[config.mk]
export PLATFORM = sky130hd
export DESIGN_NAME = canrx_bit_sampler
export DESIGN_NICKNAME = d
export VERILOG_FILES = /design/src/rtl/canrx_pkg.sv /design/src/rtl/canrx_sync_edge.sv /design/src/rtl/canrx_offset_calc.sv /design/src/rtl/canrx_bit_sched.sv /design/src/rtl/canrx_bit_sampler.sv
export SDC_FILE = /design/constraint.sdc
export NUM_CORES = 1
export LEC_CHECK = 0
export BUFFER_PORTS_ARGS = -buffer_cell sky130_fd_sc_hd__buf_4
export CAP_MARGIN = 20
export CORE_MARGIN = 3
export CORE_UTILIZATION = 37
export CTS_CLUSTER_SIZE = 8
export DETAILED_ROUTE_END_ITERATION = 16
export GPL_TIMING_DRIVEN = 0
export PLACE_DENSITY = 0.58
export SYNTH_ARGS = -nofsm -noshare
export SYNTH_HDL_FRONTEND = slang
export SYNTH_SLANG_ARGS = --single-unit
export TNS_END_PERCENT = 30
[constraint.sdc]
create_clock -name clk -period 14.8 [get_ports clk]
set_input_delay 1.48 -clock clk [delete_from_list [all_inputs] [get_ports clk]]
set_output_delay 1.48 -clock clk [all_outputs]
set_load 0.1 [all_outputs]
[src/rtl/canrx_pkg.sv]
package canrx_pkg;

    // Divisor turning a percentage into a fraction of the period.
    localparam int unsigned PCT_SCALE = 100;

    // Index of each rate inside per-rate arrays.
    localparam int unsigned RATE_NOM  = 0;
    localparam int unsigned RATE_FAST = 1;
    localparam int unsigned NUM_RATES = 2;

    typedef enum logic {
        ST_IDLE    = 1'b0,
        ST_CAPTURE = 1'b1
    } sampler_state_e;

    // Synchronized view of the receive line.
    typedef struct packed {
        logic level;   // synchronized line level
        logic fall;    // recessive-to-dominant transition this cycle
    } rx_view_t;

    // Control requests arriving from the frame parser.
    typedef struct packed {
        logic done;
        logic go_fast;
        logic go_nom;
    } rate_ctrl_t;

endpackage

[src/rtl/canrx_sync_edge.sv]
module canrx_sync_edge
    import canrx_pkg::*;
(
    input  logic     clk,
    input  logic     rst,
    input  logic     rx_in,
    output rx_view_t view
);
    logic meta_q;
    logic sync_q;
    logic prev_q;

    always_ff @(posedge clk) begin
        if (rst) begin
            meta_q <= 1'b1;
            sync_q <= 1'b1;
            prev_q <= 1'b1;
        end else begin
            meta_q <= rx_in;
            sync_q <= meta_q;
            prev_q <= sync_q;
        end
    end

    always_comb begin
        view.level = sync_q;
        view.fall  = prev_q & ~sync_q;
    end
endmodule

[src/rtl/canrx_offset_calc.sv]
module canrx_offset_calc
    import canrx_pkg::*;
#(
    parameter int unsigned PERIOD_W = 16,
    parameter int unsigned PCT_W    = 7
) (
    input  logic                clk,
    input  logic                rst,
    input  logic [PERIOD_W-1:0] period,
    input  logic [PCT_W-1:0]    pct,
    output logic [PERIOD_W-1:0] offset
);
    localparam int unsigned PROD_W = PERIOD_W + PCT_W;

    logic [PROD_W-1:0] product;
    logic [PROD_W-1:0] quotient;

    always_comb begin
        product  = {{PCT_W{1'b0}}, period} * {{PERIOD_W{1'b0}}, pct};
        quotient = product / PROD_W'(PCT_SCALE);
    end

    // Registered so the divider stays off the sampling path.
    always_ff @(posedge clk) begin
        if (rst) begin
            offset <= PERIOD_W'(1);
        end else if (quotient == '0) begin
            offset <= PERIOD_W'(1);
        end else begin
            offset <= quotient[PERIOD_W-1:0];
        end
    end
endmodule

[src/rtl/canrx_bit_sched.sv]
module canrx_bit_sched
    import canrx_pkg::*;
#(
    parameter int unsigned PERIOD_W = 16
) (
    input  logic                clk,
    input  logic                rst,
    input  rx_view_t            view,
    input  rate_ctrl_t          ctrl,
    input  logic [PERIOD_W-1:0] nom_period,
    input  logic [PERIOD_W-1:0] fast_period,
    input  logic [PERIOD_W-1:0] nom_offset,
    input  logic [PERIOD_W-1:0] fast_offset,
    output logic                bit_valid,
    output logic                bit_value,
    output sampler_state_e      state,
    output logic                fast_active
);
    localparam int unsigned CNT_W = PERIOD_W + 1;

    sampler_state_e    state_q, state_d;
    logic              fast_q, fast_d;
    logic [CNT_W-1:0]  elapsed_q, elapsed_d;   // clocks since the anchor
    logic [CNT_W-1:0]  target_q, target_d;     // elapsed value of next sample
    logic              hit;
    logic [CNT_W-1:0]  cur_period, cur_offset;
    logic [CNT_W-1:0]  new_period, new_offset;
    logic              want_fast;

    always_comb begin
        cur_period = fast_q ? {1'b0, fast_period} : {1'b0, nom_period};
        cur_offset = fast_q ? {1'b0, fast_offset} : {1'b0, nom_offset};
        want_fast  = ctrl.go_fast;
        new_period = want_fast ? {1'b0, fast_period} : {1'b0, nom_period};
        new_offset = want_fast ? {1'b0, fast_offset} : {1'b0, nom_offset};
        hit        = (state_q == ST_CAPTURE) && (elapsed_q == target_q);
    end

    always_comb begin
        state_d   = state_q;
        fast_d    = fast_q;
        elapsed_d = elapsed_q + CNT_W'(1);
        target_d  = target_q;
        if (ctrl.done) begin
            state_d = ST_IDLE;
            fast_d  = 1'b0;
        end else if (state_q == ST_IDLE) begin
            if (!view.level) begin
                state_d   = ST_CAPTURE;
                elapsed_d = CNT_W'(1);
                target_d  = cur_offset;
            end
        end else if (ctrl.go_fast || ctrl.go_nom) begin
            fast_d    = want_fast;
            elapsed_d = CNT_W'(1);
            target_d  = new_period + new_offset;
        end else if (view.fall) begin
            elapsed_d = CNT_W'(1);
            target_d  = hit ? (cur_offset + cur_period) : cur_offset;
        end else if (hit) begin
            target_d  = target_q + cur_period;
        end
    end

    always_ff @(posedge clk) begin
        if (rst) begin
            state_q   <= ST_IDLE;
            fast_q    <= 1'b0;
            elapsed_q <= '0;
            target_q  <= '0;
            bit_valid <= 1'b0;
            bit_value <= 1'b1;
        end else begin
            state_q   <= state_d;
            fast_q    <= fast_d;
            elapsed_q <= elapsed_d;
            target_q  <= target_d;
            bit_valid <= hit;
            bit_value <= view.level;
        end
    end

    assign state       = state_q;
    assign fast_active = fast_q;
endmodule

[src/rtl/canrx_bit_sampler.sv]
module canrx_bit_sampler
    import canrx_pkg::*;
#(
    parameter int unsigned PERIOD_W = 16,
    parameter int unsigned PCT_W    = 7
) (
    input  logic                clk,
    input  logic                rst,
    input  logic                rx_line,
    input  logic [PERIOD_W-1:0] nom_period,
    input  logic [PERIOD_W-1:0] fast_period,
    input  logic [PCT_W-1:0]    sample_pct,
    input  logic                fast_req,
    input  logic                nom_req,
    input  logic                frame_done,
    output logic                bit_valid,
    output logic                bit_value
);
    rx_view_t            view;
    rate_ctrl_t          ctrl;
    logic [PERIOD_W-1:0] periods [NUM_RATES];
    logic [PERIOD_W-1:0] offsets [NUM_RATES];
    sampler_state_e      sched_state;
    logic                fast_active;

    assign periods[RATE_NOM]  = nom_period;
    assign periods[RATE_FAST] = fast_period;

    always_comb begin
        ctrl.done    = frame_done;
        ctrl.go_fast = fast_req;
        ctrl.go_nom  = nom_req;
    end

    canrx_sync_edge u_sync (
        .clk   (clk),
        .rst   (rst),
        .rx_in (rx_line),
        .view  (view)
    );

    for (genvar g = 0; g < NUM_RATES; g++) begin : g_rate
        canrx_offset_calc #(
            .PERIOD_W (PERIOD_W),
            .PCT_W    (PCT_W)
        ) u_off (
            .clk    (clk),
            .rst    (rst),
            .period (periods[g]),
            .pct    (sample_pct),
            .offset (offsets[g])
        );
    end

    canrx_bit_sched #(
        .PERIOD_W (PERIOD_W)
    ) u_sched (
        .clk         (clk),
        .rst         (rst),
        .view        (view),
        .ctrl        (ctrl),
        .nom_period  (nom_period),
        .fast_period (fast_period),
        .nom_offset  (offsets[RATE_NOM]),
        .fast_offset (offsets[RATE_FAST]),
        .bit_valid   (bit_valid),
        .bit_value   (bit_value),
        .state       (sched_state),
        .fast_active (fast_active)
    );
endmodule

==> results of run 1 <==
## worst max path at each step
stage                     cells after the start  slack, ns                              endpoint     startpoint
after CTS                                    56     -0.002  g_rate[0].u_off.offset[0]$_SDFF_PP1_  sample_pct[6]
after floorplan                              50       0.23  g_rate[0].u_off.offset[0]$_SDFF_PP1_  sample_pct[6]
after global routing                         56      -0.79  g_rate[1].u_off.offset[0]$_SDFF_PP1_  sample_pct[6]
after detailed placement                     54      -2.82  g_rate[1].u_off.offset[0]$_SDFF_PP1_  sample_pct[6]
final                                        62      -0.21  g_rate[1].u_off.offset[0]$_SDFF_PP1_  sample_pct[3]
after global placement                       52      -2.83  g_rate[0].u_off.offset[0]$_SDFF_PP1_  sample_pct[6]
## layout make-up
type                            count  area share, %
Clock buffer                        9         0.8836
Multi-Input combinational cell   2307          78.85
Tap cell                          739          3.628
Timing Repair Buffer              172          5.253
Clock inverter                      7         0.3731
Buffer                            117          2.813
Sequential cell                    72          5.655
Antenna cell                        6        0.05891
Inverter                          169          2.489
## metrics by stage
step / utilization (%) / std cells / TNS (ns) / area (sq um)
floorplan: - / 2670 / 0 / 20670
global placement: 40.12 / 3449 / -15.52 / 21890
detailed placement: 40.15 / 3450 / -15.70 / 21910
CTS: 45.36 / 3565 / -0.001723 / 24750
global route: 46.71 / 3597 / -2.361 / 25490
finish: 46.72 / 3598 / -0.3554 / 25490
## critical path, delay by kind of cell
family	cells	cell delay, ns
AO/OA/AOI/OAI	27	5.79
XOR/XNOR	1	0.16
adder cells (fa/ha/maj)	5	2.41
buffers and inverters	19	2.77
multiplexers	1	0.29
AND/OR/NAND/NOR	9	2.28
## layer usage
metal | vias up | global-route usage [%] | routed length, um | part of all wire, %
li1 | 10158 | - | - | -
met5 | - | 0 | 34 | 0.046
met4 | 4 | 4.738 | 1365 | 1.9
met3 | 96 | 2.811 | 4189 | 5.7
met2 | 749 | 40.02 | 33970 | 46
met1 | 10715 | 33.43 | 33570 | 46
## timing repair
action	in CTS	in global routing
endpoints found under the setup margin	8	5
gates resized for setup	356	117
setup buffers	104	27
pin swaps	111	54
gates cloned	1	0
## cell usage in the layout, fill, tap and decap left out, types with 16 or more instances in the layout
master    netlist  final
and2_1        196    191
mux2_2         69     66
clkbuf_1       77     42
o221ai_1       18     17
o211ai_1       51     51
inv_1         169    169
o21ai_2         5     21
nand2_1       229    218
o21a_1         31     22
and3_1         24     20
nand3_1        62     58
xnor2_1        92     85
xor2_1         54     52
a31oi_1        23     16
o21ai_0       103     91
a211oi_1       36     27
nor3_1         69     49
a21oi_2         4     20
dfxtp_1        72     72
a21o_1         44     42
o21bai_1       32     31
ha_1          131    126
mux2i_1        31     25
a21oi_1       181    162
buf_2          30     19
fa_1          141    141
nor2_1        188    171
buf_4           4    178
nand4_1        34     34
o21ai_1        31     21
## cells in the mapped netlist, types with 32 or more instances
library cell	number
a211oi_1	36
a21o_1	44
a21oi_1	181
and2_1	196
clkbuf_1	77
dfxtp_1	72
fa_1	141
ha_1	131
inv_1	169
mux2_2	69
nand2_1	229
nand3_1	62
nand4_1	34
nor2_1	188
nor3_1	69
o211ai_1	51
o21ai_0	103
o21bai_1	32
xnor2_1	92
xor2_1	54
## cell families (layout without fill, tap and decap cells)
| logic type | count (synthesis) | count (layout) |
|---|---|---|
| buffers and inverters | 292 | 474 |
| multiplexers | 108 | 108 |
| AO/OA/AOI/OAI | 837 | 838 |
| AND/OR/NAND/NOR | 937 | 937 |
| flip-flops | 72 | 72 |
| other | 0 | 6 |
| XOR/XNOR | 149 | 149 |
| adder cells (fa/ha/maj) | 275 | 275 |
## sequential cells by signal, summed over array words and instances (netlist names)
signal	count
g_rate.u_off.offset	32
u_sched.elapsed_q	17
u_sched.target_q	17
u_sched.bit_valid	1
u_sched.bit_value	1
u_sched.fast_active	1
u_sched.state	1
u_sync.meta_q	1
u_sync.sync_q	1
==> results.toml, run 1 <==
[status]
status = "finished, violations left"
violations = "setup timing"

[yosys]
syn_avg_cell_area_sq_um = 7.740
yosys.area.top_type = "fa_1"
ys_ff_latch = 72
synth_nets = 2987
synth_largest_type_area_fraction_pct = 13.66
synth-adder-area-share_pct = 21.74
yosys_warnings = 0
synth-async-reset-ratio_pct = 0
synth_top_family_by_area = "compound AO/OA/AOI/OAI gates"
synth_cells = 2670
synthMuxAreaShare_pct = 5.824
seq_area_frac_synth_pct = 6.975
synth-edff-count = 0
synth_cell_types = 133
synth_area_leaders = "fa_1, ha_1, dfxtp_1, and2_1, a21oi_1"
synth_xor_area_share_pct = 6.424
synth_simple_gate_area_share_pct = 23.23
synth_area_sq_um = 20670
synth-compound-area-share_pct = 30.19
ys_dominant_reg_cell = "dfxtp_1"

[timing]
fmax_ghz = 0.06660
final_hold_viol_count = 0
clock_skew_ns = 0.01501
slew_viol_final = 0
setup_viol = 2
rsz0062_at_grt = "true"
period_minus_slack_ns = 15.01
slew_headroom_pct = 13.79
holdWs_ns = 0.4148
fin_crit_sh_pct = 101.4
setup_ws_ns = -0.2145
worstMarginPinSlew_ns = 1.284

[critical_path]
crit_type = "input port to flop"
r2r_slack_ns = 8.13
rr_startpoint = "u_sched.fast_active$_SDFFE_PP0P_"
crit_path_max_incr_delay_ns = 0.58
cp-end-kind = "flop"
critPathLaunchType = "input port"
critPathArrivalTime_ns = 15.22
cpMostUsedCell = "buf_4"
crit_path_top_delay_cell = "or4_4"
ff2ff_path_depth = 27
r2r-end = "u_sched.target_q[15]$_SDFFE_PP0P_"
required_ns = 15.00
cp_max_fo = 10

[hold_path]
hold_end = "u_sync.sync_q$_SDFF_PP1_"
hold_depth = 1
hp-start = "u_sync.meta_q$_SDFF_PP1_"
min_path_type = "flop to flop"

[clock_network]
cts_made_buffers = 9
hold_buffers = 0
cts.clk_slew.worst_paths_ns = 0.06
insertion_delay_ns = 0.35
cts_tree = "yes"
cts_buffer_depth = 2
cts_max_level = 3
cts_sinks = 72
cts-root-buf = "clkbuf_16"

[detailed_routing]
drtIter0Drc = 1755
wl_per_cell_um = 20.33
post-route-drc-count = 0
vias = 21722
vias_per_cell = 6.037
first_pass_iters = 5
wl_um = 73130
antenna_left = 0

[grt]
grt_pass1_wl_um = 116400
grt_max_degree = 14
grt_pass1_vias = 21133
gr-total-overflow = 0
grt_usage_pct = 23.98
antenna_found_initial = 7

[run]
maxCapViolCount = 0

[floorplan]
io_pins = 47
num_rows = 85
start_util_pct = 37.88
dieHeight_um = 242.3
die_area_sq_um = 58730
die_w_um = 242.3
core_area_sq_um = 54560

[placement]
dpl_worst_slack_ns = -2.818
gp_congestion = 0.9299
portBuffers = 40
dp_hpwl_um = 55720

[final_layout]
fillers = 5315
area_growth_pct = 23.33
drive_gt1_share_pct = 24.64
final_nets = 3165
multi_input_area_sq_um = 20100
seqCellArea_sq_um = 1441
Power of run 1 is left out: the tool's default activity adds up to more than one toggle a clock period on the data nets, which glitch-free logic cannot reach.
==> run 2: changes to the inputs <==
- BUFFER_PORTS_ARGS: -buffer_cell sky130_fd_sc_hd__buf_4 -> unset
- DONT_BUFFER_PORTS: unset -> 1
- PLACE_DENSITY: 0.58 -> 0.57
==> run 2 against run 1 <==
Against the previous run:
- the run now ends clean
- first-iteration DRC count shrank 11%
- worst setup slack gained 0.24 ns
- wire length grew 0.52%
- utilization grew 1.2 points
- non-clock buffer count grew 22
- die area is the same
- cell count grew 0.47%
==> results.toml, run 2 (synthesis results as in run 1) <==
[clock_network]
cts-root-buf = "clkbuf_16"
hold_buffers = 0
cts_buffer_depth = 2
cts.clk_slew.worst_paths_ns = 0.06
cts_tree = "yes"
cts_max_level = 3
cts_made_buffers = 9
cts_sinks = 72
insertion_delay_ns = 0.35

[grt]
gr-total-overflow = 0
met2_usage_pct = 38.44
antenna_found_initial = 1
grt_pass1_vias = 20617
use_met3_pct = 4.128
grt_usage_pct = 23.50
grt_use_met1_pct = 32.36
grt_max_degree = 15
gr-max-usage-layer = "met2"
grt_pass1_wl_um = 113900

[final_layout]
multi_input_area_sq_um = 20630
largest_reg_flops = 32
mostFrequentLayoutCell = "nand2_1"
final_cell_area_sq_um = 26140
area_growth_pct = 26.48
fillers = 5201
seqCellArea_sq_um = 1441
top_register = "g_rate.u_off.offset"
drive_gt1_share_pct = 27.20
final_nets = 3187
mostFrequentLayoutCells = "nand2_1, buf_4, and2_1"
top_regs = "g_rate.u_off.offset: 32 flops, u_sched.elapsed_q: 17 flops, u_sched.target_q: 17 flops"

[critical_path]
cpMostUsedCell = "buf_4"
crit_path_top_delay_cell = "fa_1"
endpoint = "g_rate[0].u_off.offset[0]$_SDFF_PP1_"
required_ns = 15.03
r2r-end = "u_sched.target_q[15]$_SDFFE_PP0P_"
r2r_slack_ns = 8.14
crit_path_max_incr_delay_ns = 0.55
rr_startpoint = "u_sched.fast_active$_SDFFE_PP0P_"
critPathLaunchType = "input port"
crit_type = "input port to flop"
ff2ff_path_depth = 26
critPathArrivalTime_ns = 15.01
crit_start = "sample_pct[6]"
cp_max_fo = 10
cp-end-kind = "flop"

[timing]
final_hold_viol_count = 0
period_minus_slack_ns = 14.77
clock_skew_ns = 0.009997
slew_headroom_pct = 25.57
setup_tns_ns = 0
fin_crit_sh_pct = 99.81
fmax_ghz = 0.06770
holdWs_ns = 0.4126
rsz0062_at_grt = "true"
setup_viol = 0
slew_viol_final = 0
worstMarginPinSlew_ns = 1.108

[floorplan]
io_pins = 47
core_area_sq_um = 54560
dieHeight_um = 242.3
start_util_pct = 37.88
die_area_sq_um = 58730
die_w_um = 242.3
num_rows = 85

[detailed_routing]
post-route-drc-count = 0
vias = 21685
drtIter0Drc = 1570
wl_per_cell_um = 20.34
vias_per_cell = 5.999
first_pass_iters = 5
antenna_left = 0
wl_um = 73510

[placement]
gp_congestion = 0.9060
dp_hpwl_um = 55270
portBuffers = 0
dpl-instance-area_sq_um = 21590

[hold_path]
min_path_type = "flop to flop"
hp-start = "u_sync.meta_q$_SDFF_PP1_"

[status]
status = "finished clean"

[run]
maxCapViolCount = 0
## run 2: cell types whose count changed in the layout (fill, tap and decap cells not counted), moves of 5 or more
cell,change
nand3_1,-8
diode_2,-5
o21ai_1,+7
o21ai_0,-10
clkbuf_8,-9
and2_1,-5
buf_6,+11
nand3_2,+6
clkbuf_4,+8
buf_4,+19
## run 2: area by class of cell
type                    count  area share, %
diodes                      1       0.009574
plain buffers             116          2.609
repair buffers            195          5.888
inverters                 169          2.427
flip-flops and latches     72          5.515
well taps                 739          3.538
clock buffers               9         0.8617
multi-input cells        2307          78.95
clock inverters             7         0.2058
## run 2: how the worst min path moves through the flow
stage,cells after the start,to
detailed placement,1,u_sync.sync_q$_SDFF_PP1_
global placement,1,u_sync.sync_q$_SDFF_PP1_
finish,1,u_sync.sync_q$_SDFF_PP1_
CTS,1,u_sync.sync_q$_SDFF_PP1_
floorplan,1,u_sync.sync_q$_SDFF_PP1_
global route,1,u_sync.sync_q$_SDFF_PP1_
## run 2: through the flow
stage	util, %	std cells	setup slack, ns
5_1_grt	47.90	3614	-0.4914
4_1_cts	44.05	3516	0.0003162
3_5_place_dp	39.57	3409	-2.730
2_1_floorplan	-	2670	0.2304
3_3_place_gp	39.57	3409	-2.803
6_report	47.91	3615	0.02825
## run 2: metal layers
layer  vias up  wire length (um)
met4         0              1720
met2       705             34060
met3        98              4810
met1     10668             32930
li1      10214                 -
met5         -                 0
## run 2: timing repair
item | 4_1_cts | 5_1_grt
endpoints found under the setup margin | 8 | 5
pin swaps | 87 | 147
gates cloned | 1 | 0
buffers inserted | 95 | 100
gates resized for setup | 292 | 321
## run 2: worst max-delay path, delay by kind of cell
family,cells,cell delay (ns)
AOI/OAI and AO/OA,26,5.97
adders and majority gates,5,2.51
and+or+nand+nor,8,1.82
buffers and inverters,12,1.77
muxes,4,1.23
xor gates and xnor gates,1,0.17
Power of run 2 is left out for the same reason.
